File: config.mk
export PLATFORM = sky130hd
export DESIGN_NAME = baud_tick_gen
export DESIGN_NICKNAME = d
export VERILOG_FILES = /design/src/rtl/baud_pkg.sv /design/src/rtl/baud_inc_shadow.sv /design/src/rtl/baud_phase_acc.sv /design/src/rtl/baud_bit_div.sv /design/src/rtl/baud_tick_gen.sv
export SDC_FILE = /design/constraint.sdc
export NUM_CORES = 1
export LEC_CHECK = 0
export BUFFER_PORTS_ARGS = -buffer_cell sky130_fd_sc_hd__buf_2
export CAP_MARGIN = 0
export CORE_UTILIZATION = 55
export DETAILED_ROUTE_END_ITERATION = 10
export PLACE_DENSITY = 0.8
export SETUP_SLACK_MARGIN = 0.4
export SYNTH_ARGS = -nofsm -noshare
export SYNTH_HDL_FRONTEND = slang
export SYNTH_SLANG_ARGS = --single-unit
export TNS_END_PERCENT = 100
File: constraint.sdc
create_clock -name clk -period 1.95 [get_ports clk]
set_input_delay 0.39 -clock clk [delete_from_list [all_inputs] [get_ports clk]]
set_output_delay 0.39 -clock clk [all_outputs]
set_load 0.02 [all_outputs]
File: src/rtl/baud_pkg.sv
package baud_pkg;
   localparam int unsigned BYTE_W_DEF = 8;
   localparam int unsigned OS_RATIO_DEF = 16;

   typedef enum logic [1:0] {
      WR_NONE = 2'b00,
      WR_LO   = 2'b01,
      WR_HI   = 2'b10,
      WR_BOTH = 2'b11
   } wr_kind_e;
endpackage

File: src/rtl/baud_inc_shadow.sv
module baud_inc_shadow
   import baud_pkg::*;
#(
   parameter int unsigned BYTE_W = BYTE_W_DEF,
   localparam int unsigned INC_W = 2 * BYTE_W
) (
   input  logic              clk,
   input  logic              rst_n,
   input  logic              enable,
   input  logic              wr_hi,
   input  logic              wr_lo,
   input  logic [BYTE_W-1:0] wr_data,
   output logic [INC_W-1:0]  inc_o
);
   logic [BYTE_W-1:0] hold_q, hold_nxt;
   logic [INC_W-1:0]  inc_q;
   wr_kind_e          kind;

   assign kind     = wr_kind_e'({wr_hi, wr_lo});
   assign hold_nxt = wr_hi ? wr_data : hold_q;

   always_ff @(posedge clk or negedge rst_n) begin
      if (!rst_n) begin
         hold_q <= '0;
         inc_q  <= '0;
      end else begin
         hold_q <= hold_nxt;
         case (kind)
            WR_LO, WR_BOTH: inc_q <= {hold_nxt, wr_data};
            WR_HI: if (!enable) inc_q[INC_W-1:BYTE_W] <= wr_data;
            default: ;
         endcase
      end
   end

   assign inc_o = inc_q;

   a_r4_staged_hi_keeps_rate: assert property (@(posedge clk) disable iff (!rst_n)
      (enable && wr_hi && !wr_lo) |=> $stable(inc_o));
   a_r5_direct_hi_write: assert property (@(posedge clk) disable iff (!rst_n)
      (!enable && wr_hi && !wr_lo) |=> (inc_o[INC_W-1:BYTE_W] == $past(wr_data)));
   a_r8_both_strobes: assert property (@(posedge clk) disable iff (!rst_n)
      (wr_hi && wr_lo) |=> (inc_o == {$past(wr_data), $past(wr_data)}));
endmodule

File: src/rtl/baud_phase_acc.sv
module baud_phase_acc #(
   parameter int unsigned ACC_W = 16
) (
   input  logic             clk,
   input  logic             rst_n,
   input  logic             enable,
   input  logic [ACC_W-1:0] inc_i,
   output logic             wrap_o,
   output logic             tick_o
);
   if (ACC_W < 2) begin : g_bad_width
      $error("baud_phase_acc: ACC_W must be at least 2");
   end

   logic [ACC_W-1:0] acc_q;
   logic [ACC_W:0]   sum;

   assign sum    = {1'b0, acc_q} + {1'b0, inc_i};
   assign wrap_o = enable & sum[ACC_W];

   always_ff @(posedge clk or negedge rst_n) begin
      if (!rst_n) begin
         acc_q  <= '0;
         tick_o <= 1'b0;
      end else if (!enable) begin
         acc_q  <= '0;
         tick_o <= 1'b0;
      end else begin
         acc_q  <= sum[ACC_W-1:0];
         tick_o <= sum[ACC_W];
      end
   end

   a_r3_zero_inc_no_tick: assert property (@(posedge clk) disable iff (!rst_n)
      (enable && inc_i == '0) |=> !tick_o);
   a_r6_disabled_quiet: assert property (@(posedge clk) disable iff (!rst_n)
      !enable |=> (!tick_o && acc_q == '0));
endmodule

File: src/rtl/baud_bit_div.sv
module baud_bit_div #(
   parameter int unsigned RATIO = 16,
   parameter bit          EN    = 1'b1,
   localparam int unsigned CNT_W = (RATIO > 2) ? $clog2(RATIO) : 1
) (
   input  logic clk,
   input  logic rst_n,
   input  logic enable,
   input  logic step_i,
   output logic tick_o
);
   if (RATIO < 2) begin : g_bad_ratio
      $error("baud_bit_div: RATIO must be at least 2");
   end

   localparam logic [CNT_W-1:0] LAST = CNT_W'(RATIO - 1);

   if (EN) begin : g_div
      logic [CNT_W-1:0] cnt_q;
      always_ff @(posedge clk or negedge rst_n) begin
         if (!rst_n) begin
            cnt_q  <= '0;
            tick_o <= 1'b0;
         end else if (!enable) begin
            cnt_q  <= '0;
            tick_o <= 1'b0;
         end else begin
            tick_o <= step_i && (cnt_q == LAST);
            if (step_i) cnt_q <= (cnt_q == LAST) ? '0 : cnt_q + 1'b1;
         end
      end
      a_r7_bit_needs_step: assert property (@(posedge clk) disable iff (!rst_n)
         tick_o |-> $past(step_i));
   end else begin : g_nodiv
      assign tick_o = 1'b0;
   end
endmodule

File: src/rtl/baud_tick_gen.sv
module baud_tick_gen
   import baud_pkg::*;
#(
   parameter int unsigned BYTE_W      = BYTE_W_DEF,
   parameter int unsigned OS_RATIO    = OS_RATIO_DEF,
   parameter bit          BIT_TICK_EN = 1'b1,
   localparam int unsigned INC_W = 2 * BYTE_W
) (
   input  logic              clk,
   input  logic              rst_n,
   input  logic              enable,
   input  logic              wr_hi,
   input  logic              wr_lo,
   input  logic [BYTE_W-1:0] wr_data,
   output logic              tick_os,
   output logic              tick_bit
);
   if (BYTE_W < 2) begin : g_bad_byte
      $error("baud_tick_gen: BYTE_W must be at least 2");
   end

   logic [INC_W-1:0] inc;
   logic             wrap;

   baud_inc_shadow #(.BYTE_W(BYTE_W)) i_shadow (
      .clk(clk), .rst_n(rst_n), .enable(enable),
      .wr_hi(wr_hi), .wr_lo(wr_lo), .wr_data(wr_data), .inc_o(inc)
   );

   baud_phase_acc #(.ACC_W(INC_W)) i_acc (
      .clk(clk), .rst_n(rst_n), .enable(enable),
      .inc_i(inc), .wrap_o(wrap), .tick_o(tick_os)
   );

   baud_bit_div #(.RATIO(OS_RATIO), .EN(BIT_TICK_EN)) i_div (
      .clk(clk), .rst_n(rst_n), .enable(enable),
      .step_i(wrap), .tick_o(tick_bit)
   );

   a_r7_bit_with_os: assert property (@(posedge clk) disable iff (!rst_n)
      tick_bit |-> tick_os);
   a_r6_low_while_off: assert property (@(posedge clk) disable iff (!rst_n)
      !enable |=> (!tick_os && !tick_bit));
endmodule

==> results of run 1 <==
-- power groups by stage --
stage	logic [mW]	registers [mW]	clock network, mW
final	2.76	1.36	0.625
after detailed placement	2.12	1.34	0
after CTS	2.38	1.34	0.633
after global placement	2.08	1.33	0
after floorplan	1.63	1.30	0
after global routing	3.00	1.38	0.665
-- flip-flops by register name, indices dropped and copies added (netlist names) --
signal	flops
i_acc.acc_q	16
i_shadow.hold_q	8
i_div.tick_o	1
i_acc.tick_o	1
i_div.g_div.cnt_q	4
i_shadow.inc_o	16
-- metrics by stage --
step	setup WS, ns	std cells	util	cell area, um^2
6_report	-0.149	331	0.745	3310
5_1_grt	-0.238	331	0.745	3310
4_1_cts	-0.118	321	0.708	3150
3_5_place_dp	-0.129	309	0.655	2910
3_3_place_gp	-0.0836	309	0.655	2910
2_1_floorplan	-0.0923	232	-	2690
-- area by class of cell --
| class | count | share of cell area |
|---|---|---|
| timing repair buffer | 48 | 0.104 |
| multi-input combinational | 173 | 0.496 |
| inverter | 4 | 0.00453 |
| sequential | 46 | 0.347 |
| clock buffer | 5 | 0.0208 |
| clock inverter | 3 | 0.00755 |
| tap | 52 | 0.0196 |
-- what timing repair did --
action / CTS / global route
endpoints found under the setup margin: 18 / 18
resized for setup: 20 / 16
pin swaps: 16 / 16
endpoints found under the hold margin: 0 / 0
setup buffers: 4 / 10
-- cell families after synthesis --
group / after synthesis / synth area share
mux: 31 / 0.132
xor+xnor: 5 / 0.0169
fa+ha+maj: 18 / 0.0899
buf+inv: 13 / 0.0276
simple gates: 59 / 0.119
flops: 46 / 0.445
compound gates: 60 / 0.170
-- cell usage after synthesis, types with 2 or more instances --
master / count
a211oi_1: 3
dfrtp_1: 46
and3_1: 2
mux2_2: 24
a21o_1: 8
and2_1: 6
nand3_1: 10
o21a_1: 2
nand4_1: 4
o21ai_0: 9
mux2i_1: 7
nor3_1: 3
inv_1: 4
xor2_1: 2
clkbuf_1: 5
ha_1: 17
xnor2_1: 3
nand2b_1: 6
a31oi_1: 5
buf_6: 2
a21oi_1: 13
nand2_1: 13
nor2_1: 11
buf_4: 2
o21bai_1: 2
-- critical path, delay by kind of cell (launching register included) --
kind            cells  cell delay (ns)
flops               1             0.40
compound gates      3             0.80
fa+ha+maj           2             0.57
simple gates        1             0.07
mux                 1             0.20
-- path summary, 6_finish.rpt --
check,start,end,depth (start not counted)
max,i_shadow.inc_o[0],i_acc.acc_q[10],7
min,rst_n,i_div.tick_o,2
max reg2reg,i_shadow.inc_o[0],i_acc.acc_q[10],7
min reg2reg,i_shadow.hold_q[5],i_shadow.hold_q[5],1
max in group asynchronous,rst_n,i_shadow.hold_q[6],2
min in group clk,wr_data[7],i_shadow.inc_o[7],2
-- layout by cell type, fill, tap and decap left out, types with 3 or more instances in the layout --
cell type and n:
nand3_1 9, o21ai_2 3, a21oi_2 3, nor2_1 8, inv_1 4, mux2_2 24
a31oi_1 4, and2_1 4, a21o_1 7, mux2i_1 7, a21oi_1 10, buf_6 5
buf_4 29, nand4_1 4, nand2b_1 6, clkbuf_8 5, buf_2 14, ha_4 8
nand2_1 12, ha_1 8, dfrtp_1 46, o21ai_0 4
-- per-layer routing --
metal | up-vias | track usage | part of all wire
met5 | - | 0 | 0
met4 | 0 | 0.131 | 0.029
met3 | 13 | 0.0484 | 0.047
met2 | 48 | 0.401 | 0.49
met1 | 1014 | 0.354 | 0.44
li1 | 943 | - | -
==> flow_results.org, run 1 <==
** Power
- Logic gate share of total power :: 0.581
- Cell internal power was estimated by the tool at 2.84 mW.
- Share of total power in sequential cells :: 0.287
- Power density relative to cell area :: 1430 nW/um^2
- Power spent charging and discharging nets :: 1.90 mW
- Share of total power consumed by net switching :: 0.401
- VDD sags by at most 0.000725 V.
- Overall Power :: 4.74 mW
- Clock share of power :: 0.132
- In this run the static leakage power is 1.50 nW.

** Run
- Across the run, the number of max-cap violations was 0.

** Critical path
- Traced cell by cell, the critical path runs through ha_2 -> fa_2 -> a211oi_4 -> nor2_2 -> o31a_1 -> a31oi_1 -> mux2i_1.
- The worst setup path is captured at a flop.
- Worst setup SP type :: flop
- Slowest cell on the critical path :: dfrtp_1
- By startpoint and endpoint, the worst setup path is classified as flop to flop.
- Reg-to-reg slack, setup :: -0.15 ns
- At the worst endpoint, the arrival time is 2.34 ns.
- STA puts the critical path data required time at 2.19 ns.
- The largest single stage delay on the critical path is 0.40 ns.
- Along the worst path, the maximum fanout reaches 3.

** Floorplanning
- The initial utilization of the core area, before any placement, comes to 0.582.
- Number of primary I/O pins :: 15
- Width of the die :: 70.6 um
- The region available for standard cell placement spans 4440 um^2.
- The initialized floorplan defines 24 standard-cell rows.
- The die covers 4980 um^2.
- Die extent in y :: 70.6 um

** Yosys
- Area leader, netlist :: dfrtp_1
- Number of flops mapped to enable cells by yosys :: 0
- After synthesis the cells add up to 2590 um^2.
- After synthesis the netlist holds a flip-flop and latch count of 46.
- Of the synthesized area, sequential elements account for 0.445.
- Biggest area contributors in the synthesized netlist :: dfrtp_1 44%, mux2_2 10%, ha_1 8.2%, mux2i_1 2.7%, a21oi_1 2.5%
- Synthesized net count :: 263
- Synthesis warning total :: 0
- Of the post-synthesis cell area, the dominant cell type holds 0.445.
- After technology mapping, the gate count stands at 232.
- For this run, asynchronously set or reset flops after synthesis account for 1.00.
- Post-Syn Area per Cell :: 11.2 um^2
- Library cells used by synthesis :: 48
- Top_reg_cell synth :: dfrtp_1

** Placement
- Buffers placed on the I/O ports in this run total 14.
- Detailed placement ended at an HPWL of 3930 um.
- Placer Congestion :: 0.954

** Timing
- The number of max-slew violations in the final report was 0.
- Headroom to the max-slew limit came out at 0.606.
- Final-report hold violation count :: 0
- Unrepaired setup endpoints after global routing :: yes
- The clock arrives with 0.00470 ns of skew.
- For the pin with the worst max-slew slack, the measured transition is 0.592 ns.
- Once routing completed, OpenROAD measured the worst setup slack at -0.149 ns.
- Final worst path period share :: 1.08
- Finish-stage setup viols :: 10
- Maximum clock rate :: 476 MHz
- For the final routed database, the setup TNS stands at -0.773 ns.
- Clock period minus final worst setup slack :: 2.10 ns
- Hold timing on the final database bottoms out at a slack of 0.153 ns.

** CTS
- The number of clock buffers added by TritonCTS is 5.
- Clock Sinks :: 46
- Clock tree from TritonCTS :: built
- In this run, post-CTS hold repair placed 0 buffers.
- The H-tree generated during clock tree synthesis spans 2 levels.
- Clock-pin slew was measured on the worst setup and hold paths at 0.10 ns.
- The tree is rooted in a clkbuf_8.
- For the worst-skew pair, the clock arrives at the later sink with an insertion delay of 0.31 ns.
- No sink is reached through more buffers than the 2 on the longest clock path.

** Finish
- Post-layout net count :: 309
- FILL cells :: 289
- Area of combinational cells with multiple inputs :: 1640 um^2
- Compared with the post-synthesis result, the final layout area differs by 28.0%.
- Fraction of final layout cells with drive strength greater than 1 :: 0.452
- Storage cell area :: 1150 um^2
- The number of antenna diodes in the final layout is 0.

** GRT
- For this run the aggregate overflow at the end of global routing stands at 0.
- Pin count of the biggest net entering global routing :: 47
- Overall fraction of global-route tracks in use :: 0.259
- The number of antenna violations at the first check in global routing is 0.
- The first global-routing pass estimated 9760 um of wire.
- Via count of the first global-routing pass :: 1994

** Detailed routing
- The routed design has 6350 um of wire.
- DRC violations left :: 2
- The first detailed-routing pass took 7 iterations.
- Vias after detailed routing :: 2018
- Average routed wire per standard cell :: 19.2 um
- The count of nets left with antenna violations once routing finished came out at 0.
- In the routed layout, each cell is associated on average with a via count of 6.10.
- Count of routing violations after the opening detailed-route iteration :: 131

** Outcome
- Outcome :: complete, but fails checks
- The final reports fail on DRC, setup timing.

** Min path
- The min-delay analysis places its worst path in the category primary input to async pin.
(Power assumes the default switching activity.)
==> inputs of run 2 (changes only) <==
--- a/config.mk
+++ b/config.mk
@@ -10,7 +10,7 @@
 export CORE_UTILIZATION = 55
 export DETAILED_ROUTE_END_ITERATION = 10
 export PLACE_DENSITY = 0.8
-export SETUP_SLACK_MARGIN = 0.4
+export SETUP_SLACK_MARGIN = 0.5
 export SYNTH_ARGS = -nofsm -noshare
 export SYNTH_HDL_FRONTEND = slang
 export SYNTH_SLANG_ARGS = --single-unit
==> run 2 against run 1 <==
  * The run still ends with DRC, setup timing left
  * Cell count rose by 1.2%
  * Register-to-register slack lost 0.09 ns
  * Design area rose by 2.3%
  * Via count grew 3.3%
  * Setup slack worse by 0.091 ns
  * Combinational power rose by 7%
  * Maximum frequency is 4.1% lower
  * Core utilization rose by 1.7 points
  * Clock power rose by 3.5%
  * First-iteration DRC count fell by 16%
  * Clock-buffer cell count did not move
  * Non-clock buffer count rose by 4
==> flow_results.org, run 2 (synthesis gave the netlist of run 1 again) <==
** Timing
- Maximum clock rate :: 457 MHz (-4.1%)
- Number of pins exceeding their max-slew limit in the final report :: 0 (unchanged)
- Clock Skew :: 0.0150 ns (+0.0103 ns)
- Final setup margin :: -0.240 ns (-0.0905 ns)
- Setup repair after global routing could not meet its margin everywhere.
- Headroom to the max-slew limit :: 0.639 (+0.0336)
- The number of hold-slack violations in the final timing report came to 0 (unchanged).
- The final setup violation count is 11 (+1).
- Sum of negative setup slack :: -0.895 ns (-0.122 ns)
- The pin slew with the least headroom to its limit came to 0.541 ns (-0.0503 ns).
- The final clock period utilization by the worst path came to 1.12 (+0.0464).
- The minimum period implied by the final worst setup slack is 2.19 ns (+0.0905 ns).

** Detailed routing
- Top routing layer used :: met4
- The met3 layer wire length in the routed design is 365 um (+22%).
- The violation count after the first detailed-routing iteration came to 110 (-16%).
- The via-per-instance ratio is 6.22 (+2.0%).
- The total iterations of the first detailed-routing run was 7 (unchanged).
- The wire length on met1 came to 2720 um (-1.5%).
- Detailed-routed wire length on met2 :: 3490 um (+13%)
- Vias after detailed routing :: 2084 (+3.3%)
- The total length of routed wires was 6830 um (+7.6%).
- Post-route antenna net violation count :: 0 (unchanged)
- The mean routed wirelength per cell came to 20.4 um (+6.3%).
- DRC violations left :: 2 (unchanged)

** Placement
- The count of buffers from port buffering came to 14 (unchanged).
- Inst Count DP :: 309 (unchanged)
- Placer Congestion :: 0.961 (+0.73%)
- The minimum setup slack after placement was -0.127 ns (+0.00207 ns).
- DPL Wire Length :: 4190 um (+6.7%)

** CTS
- TritonCTS built the clock tree.
- The clock insertion delay at the later pin of the skew report is 0.32 ns (about the same).
- The clock sink count was 46 (unchanged).
- The clock slew seen by the registers of the worst setup and hold paths came to 0.10 ns (about the same).
- CTS placed an instance of clkbuf_8 at the clock tree root.
- The hold buffer count at CTS came to 0 (unchanged).
- The clock buffer count from CTS was 5 (unchanged).
- H-Tree Depth :: 2 (unchanged)
- Worst-case clock buffer depth :: 2 (unchanged)

** Critical path
- WS Path Type :: flop to flop
- In this run the worst setup path terminates at i_acc.acc_q[10].
- The worst register-to-register path ends at i_acc.acc_q[10].
- Worst setup SP type :: flop
- In this run the critical register-to-register path is launched from i_shadow.inc_o[0].
- The maximum fanout along the worst path came to 3 (unchanged).
- The worst setup path is captured at a flop.
- Crit path arrival time :: 2.42 ns (+0.08 ns)
- The worst reg-to-reg setup slack was -0.24 ns (-0.09 ns).
- Reg2Reg Depth :: 7 (unchanged)
- Worst setup path startpoint :: i_shadow.inc_o[0]
- The required arrival time at the worst endpoint was 2.18 ns (about the same).

** Outcome
- Outcome :: complete, but fails checks
- The final reports fail on DRC, setup timing.

** Run
- Max capacitance violation total :: 0 (unchanged)

** Floorplanning
- Total number of placement rows :: 24 (unchanged)
- The initial cell density of the core is 0.582 (unchanged).
- Die extent in y :: 70.6 um (unchanged)
- The die boundary width is 70.6 um (unchanged).
- The core area is 4440 um^2 (unchanged).
- The number of I/O pins is 15 (unchanged).
- The die area was 4980 um^2 (unchanged).

** Power
- The maximum resistive drop on vdd came to 0.000808 V (+12%).
- The total power per unit cell area came to 1460 nW/um^2 (+2.1%).
- The leakage power came to 1.53 nW (+2.3%).

** GRT
- Number of antenna violations at the first check in global routing :: 0 (unchanged)
- The wire length of the first global-routing pass was 9890 um (+1.3%).
- Overall fraction of global-route tracks in use :: 0.264 (+0.00495)
- The number of global-route vias before repair came to 1996 (+0.10%).
- The pin count of the biggest net entering global routing is 24 (-49%).
- The total congestion overflow after global routing is 0 (unchanged).

** Finish
- Most frequent cells in the layout :: 46 x dfrtp_1, 32 x buf_4, 24 x mux2_2
- Total inserted antenna cells :: 0 (unchanged)
- Area growth, synth to finish :: 31.0%
- Leaving out fill and tap cells, the most frequent cell in the layout is dfrtp_1.
- The share of cells above drive strength 1 came to 0.484 (+0.0325).
- Final design utilization :: 0.763 (+0.0175)
- The layout net count was 313 (+1.3%).
- The post-layout instance count excluding filler cells is 335 (+1.2%).

** Min path
- Hold crit path type :: primary input to async pin
-- run 2: final cells by class --
class                      count  area (um^2)
clock inverter                 3         26.3
multi-input combinational    173         1690
timing repair buffer          52          378
tap                           52         65.1
sequential                    46         1150
inverter                       4         15.0
clock buffer                   5         68.8
fill                         260         1050
-- run 2: how the worst min path moves through the flow --
stage               slack, ns   from              endpoint
floorplan                0.09  rst_n        i_acc.acc_q[0]
global placement         0.41  rst_n          i_div.tick_o
detailed placement       0.41  rst_n          i_div.tick_o
CTS                      0.06  rst_n          i_div.tick_o
global route             0.08  rst_n  i_div.g_div.cnt_q[1]
finish                   0.04  rst_n  i_div.g_div.cnt_q[0]
-- run 2: power by group --
part	internal [mW]	switching (mW)
clock network	0.267	0.380
registers	1.18	0.184
logic	1.46	1.48
-- run 2: worst max-delay path, stage by stage (launching register included) --
cell	delay [ns]
dfrtp_1	0.40
ha_2	0.20
fa_2	0.38
a211oi_4	0.29
nor2_2	0.06
o31a_1	0.30
a31oi_1	0.23
mux2i_1	0.25
-- run 2: routing by layer --
layer  global-route usage  vias up
li1                     -      955
met1                0.352     1030
met2                0.437       76
met3               0.0442       23
met4                0.104        0
met5                    0        -
-- run 2: stage by stage --
stage	area (um^2)	hold slack [ns]	power, mW
4_1_cts	3150	0.0568	4.38
6_report	3390	0.0350	4.95
3_3_place_gp	2910	0.409	3.39
2_1_floorplan	2690	0.0944	2.93
5_1_grt	3390	0.0797	5.19
3_5_place_dp	2910	0.405	3.45
-- run 2: repair_timing --
item                                    CTS  global route
hold endpoints to repair                  0             0
setup buffers                             5            13
endpoints found under the setup margin   19            19
resized for setup                        19            26
pin swaps                                14            17
==> inputs of run 3 (changes only) <==
--- a/config.mk
+++ b/config.mk
@@ -9,8 +9,7 @@
 export CAP_MARGIN = 0
 export CORE_UTILIZATION = 55
 export DETAILED_ROUTE_END_ITERATION = 10
-export PLACE_DENSITY = 0.8
-export SETUP_SLACK_MARGIN = 0.5
+export PLACE_DENSITY = 0.75
 export SYNTH_ARGS = -nofsm -noshare
 export SYNTH_HDL_FRONTEND = slang
 export SYNTH_SLANG_ARGS = --single-unit
==> run 3 against run 2 <==
  * The run ends with setup timing left
  * Largest power group unchanged
  * Critical path depth did not move
  * Flip-flop and latch count did not move
  * Hold slack improved by 0.13 ns
  * Core utilization fell by 5.3 points
  * Largest cell class unchanged
  * Clock power rose by 35%
  * Design area fell by 7.0%
  * Clock skew fell by 0.0074 ns
  * Critical endpoint unchanged
  * Cell count fell by 3.3%
==> flow_results.org, run 3 (synthesis gave the netlist of run 1 again) <==
** Critical path
- The worst setup path is launched from a flop.
- Crit path arrival time :: 2.26 ns (-0.16 ns)
- Traced cell by cell, the critical path runs through ha_2 -> fa_2 -> a211oi_4 -> nor2_2 -> o31a_1 -> a31oi_1 -> mux2i_1.
- The maximum fanout along the worst path came to 3 (unchanged).
- Cell class contributing the biggest share of worst-path delay :: compound AO/OA/AOI/OAI gates
- The highest cell delay on the worst timing path was 0.39 ns (about the same).
- WS Path Type :: flop to flop
- The count of buffering cells on the critical path with inverters included is 0 (unchanged).
- On the critical path, the stage with the largest delay is an instance of dfrtp_1.
- Required arrival time at the worst endpoint :: 2.18 ns (about the same)
- STA classifies the critical path endpoint as a flop.

** Floorplanning
- Total number of placement rows :: 24 (unchanged)
- The die boundary width came to 70.6 um (unchanged).
- The die area came to 4980 um^2 (unchanged).
- The die height is 70.6 um (unchanged).
- Number of primary I/O pins :: 15 (unchanged)
- The core area is 4440 um^2 (unchanged).
- The initial cell density of the core was 0.582 (unchanged).

** Finish
- Leaving out fill and tap cells, the most frequent cells in the layout are 46 x dfrtp_1, 27 x buf_4, 24 x mux2_2.
- Storage cell area :: 1150 um^2 (unchanged)
- Total inserted antenna cells :: 0 (unchanged)
- Area growth, synth to finish :: 21.9%
- Most common cell after layout, fill and taps aside :: dfrtp_1
- Final design utilization :: 0.709 (-0.0535)
- The share of cells above drive strength 1 was 0.382 (-0.102).
- FILL cells :: 318 (+22%)
- Area of combinational cells with multiple inputs :: 1510 um^2 (-11%)
- The layout net count came to 302 (-3.5%).

** CTS
- The clock slew seen by the registers of the worst setup and hold paths came to 0.09 ns (about the same).
- The maximum level of the CTS H-tree came to 2 (unchanged).
- CTS Hold Buffers Added :: 0 (unchanged)
- The maximum buffer depth of the clock tree came to 2 (unchanged).
- In this run the clock root is driven by a clkbuf_8.
- Clock Sinks :: 46 (unchanged)
- The clock insertion delay at the later pin of the skew report is 0.30 ns (-0.02 ns).
- The clock buffer count from CTS is 5 (unchanged).
- TritonCTS built the clock tree.

** Timing
- Clock period minus final worst setup slack :: 2.03 ns (-0.158 ns)
- Headroom to the max-slew limit :: 0.594 (-0.0453)
- The final clock period utilization by the worst path came to 1.04 (-0.0808).
- The pin slew with the least headroom to its limit is 0.609 ns (+0.0680 ns).
- Clock Skew :: 0.00762 ns (-0.00742 ns)
- The final setup violation count is 7 (-4).
- The number of hold-slack violations in the final timing report was 0 (unchanged).
- Setup repair after global routing could not meet its margin everywhere.
- Final setup margin :: -0.0819 ns (+0.158 ns)
- Number of pins exceeding their max-slew limit in the final report :: 0 (unchanged)
- Maximum clock rate :: 492 MHz (+7.8%)

** Outcome
- The checks that failed: setup timing.
- Outcome :: complete, but fails checks

** Power
- The total internal power is 2.91 mW (about the same).
- The share of total power consumed by net switching came to 0.365 (-0.0468).
- Power spent charging and discharging nets :: 1.67 mW (-18%)
- The combinational cell fraction of total power was 0.517 (-0.077).
- IR drop worst, VDD :: 0.000925 V (+14%)
- Share of total power in sequential cells :: 0.292 (+0.016)
- Clock share of power :: 0.191 (+0.060)
- The leakage power was 1.46 nW (-4.8%).
- The total power per unit cell area was 1450 nW/um^2 (-0.47%).

** Placement
- The post-detailed-placement half-perimeter wirelength is 4030 um (-3.9%).
- The count of buffers from port buffering came to 14 (unchanged).
- The global placer's final weighted congestion is 0.861 (-10%).
- The minimum setup slack after placement is -0.147 ns (-0.0193 ns).

** Run
- The number of max-cap violations is 0 (unchanged).

** Detailed routing
- The via count was 1931 (-7.3%).
- Detailed-route vias per instance :: 5.96 (-4.2%)
- The number of antenna-violating nets in the routed design is 0 (unchanged).
- Final Routed Wirelength :: 5740 um (-16%)
- The mean routed wirelength per cell is 17.7 um (-13%).
- Count of routing violations after the opening detailed-route iteration :: 132 (+20%)
- Number of search-and-repair iterations in the first detailed-routing pass :: 4 (-3)
- DRC violations left :: 0 (-2)

** GRT
- The pin count of the biggest net entering global routing was 47 (+96%).
- The number of global-route vias before repair is 1900 (-4.8%).
- The global router's overall resource usage came to 0.239 (-0.0254).
- The total congestion overflow after global routing was 0 (unchanged).
- The wire length of the first global-routing pass was 8960 um (-9.4%).
- The number of antenna violations at the first check in global routing is 0 (unchanged).

** Min path
- Hold crit path type :: primary input to async pin
[run 3: changes by cell type in the layout (fill, tap and decap cells not counted), moves of 3 or more]
cell	change
buf_6	-6
buf_4	-5
ha_4	-3
inv_6	-3
o21ai_0	+3
[run 3: worst paths after layout]
check | from | slack (ns) | to | cells past startpoint
worst max-delay path | i_shadow.inc_o[0] | -0.08 | i_acc.acc_q[10] | 7
worst min register to register | i_shadow.hold_q[4] | 0.50 | i_shadow.hold_q[4] | 1
worst min-delay path | rst_n | 0.17 | i_div.g_div.cnt_q[3] | 2
max in group asynchronous | rst_n | 1.36 | i_acc.acc_q[2] | 2
worst max register to register | i_shadow.inc_o[0] | -0.08 | i_acc.acc_q[10] | 7
min in group clk | wr_data[7] | 0.33 | i_shadow.inc_o[7] | 2
[run 3: metal layers]
metal,share of wire,GRT usage
met1,0.46,0.309
met2,0.47,0.406
met3,0.043,0.0456
met4,0.026,0.0844
met5,0,0
[run 3: layout make-up]
class | instances | area share
Clock buffer | 6 | 0.0262
Timing Repair Buffer | 41 | 0.0865
Sequential cell | 46 | 0.365
Clock inverter | 2 | 0.0190
Inverter | 4 | 0.00476
Tap cell | 52 | 0.0206
Multi-Input combinational cell | 173 | 0.478
[run 3: power by group through the flow]
stage / sequential [mW] / clock, mW / combinational [mW]
floorplan: 1.29 / 0 / 1.49
global placement: 1.31 / 0 / 2.06
detailed placement: 1.32 / 0 / 2.11
CTS: 1.32 / 0.882 / 2.21
global route: 1.36 / 0.923 / 2.55
finish: 1.34 / 0.876 / 2.37
[run 3: worst register-to-register path, cell delays in order (launching register included)]
cell      delay (ns)
dfrtp_1         0.39
ha_2            0.19
fa_2            0.37
a211oi_4        0.24
nor2_2          0.08
o31a_1          0.29
a31oi_1         0.21
mux2i_1         0.20
[run 3: repair_timing]
action                                  4_1_cts  5_1_grt
setup buffers                                 1        1
endpoints found under the setup margin       13       15
gates resized for setup                      11       14
pin swaps                                     4        8
[run 3: per-stage QoR]
step | power, mW | cells | setup TNS, ns | cell area (um^2) | hold slack [ns]
2_1_floorplan | 2.78 | 232 | -0.189 | 2600 | 0.0944
3_3_place_gp | 3.37 | 314 | -0.713 | 2870 | 0.479
3_5_place_dp | 3.43 | 314 | -1.09 | 2870 | 0.483
4_1_cts | 4.41 | 323 | -0.156 | 3070 | 0.195
5_1_grt | 4.84 | 324 | -1.17 | 3150 | 0.216
6_report | 4.59 | 324 | -0.347 | 3150 | 0.169
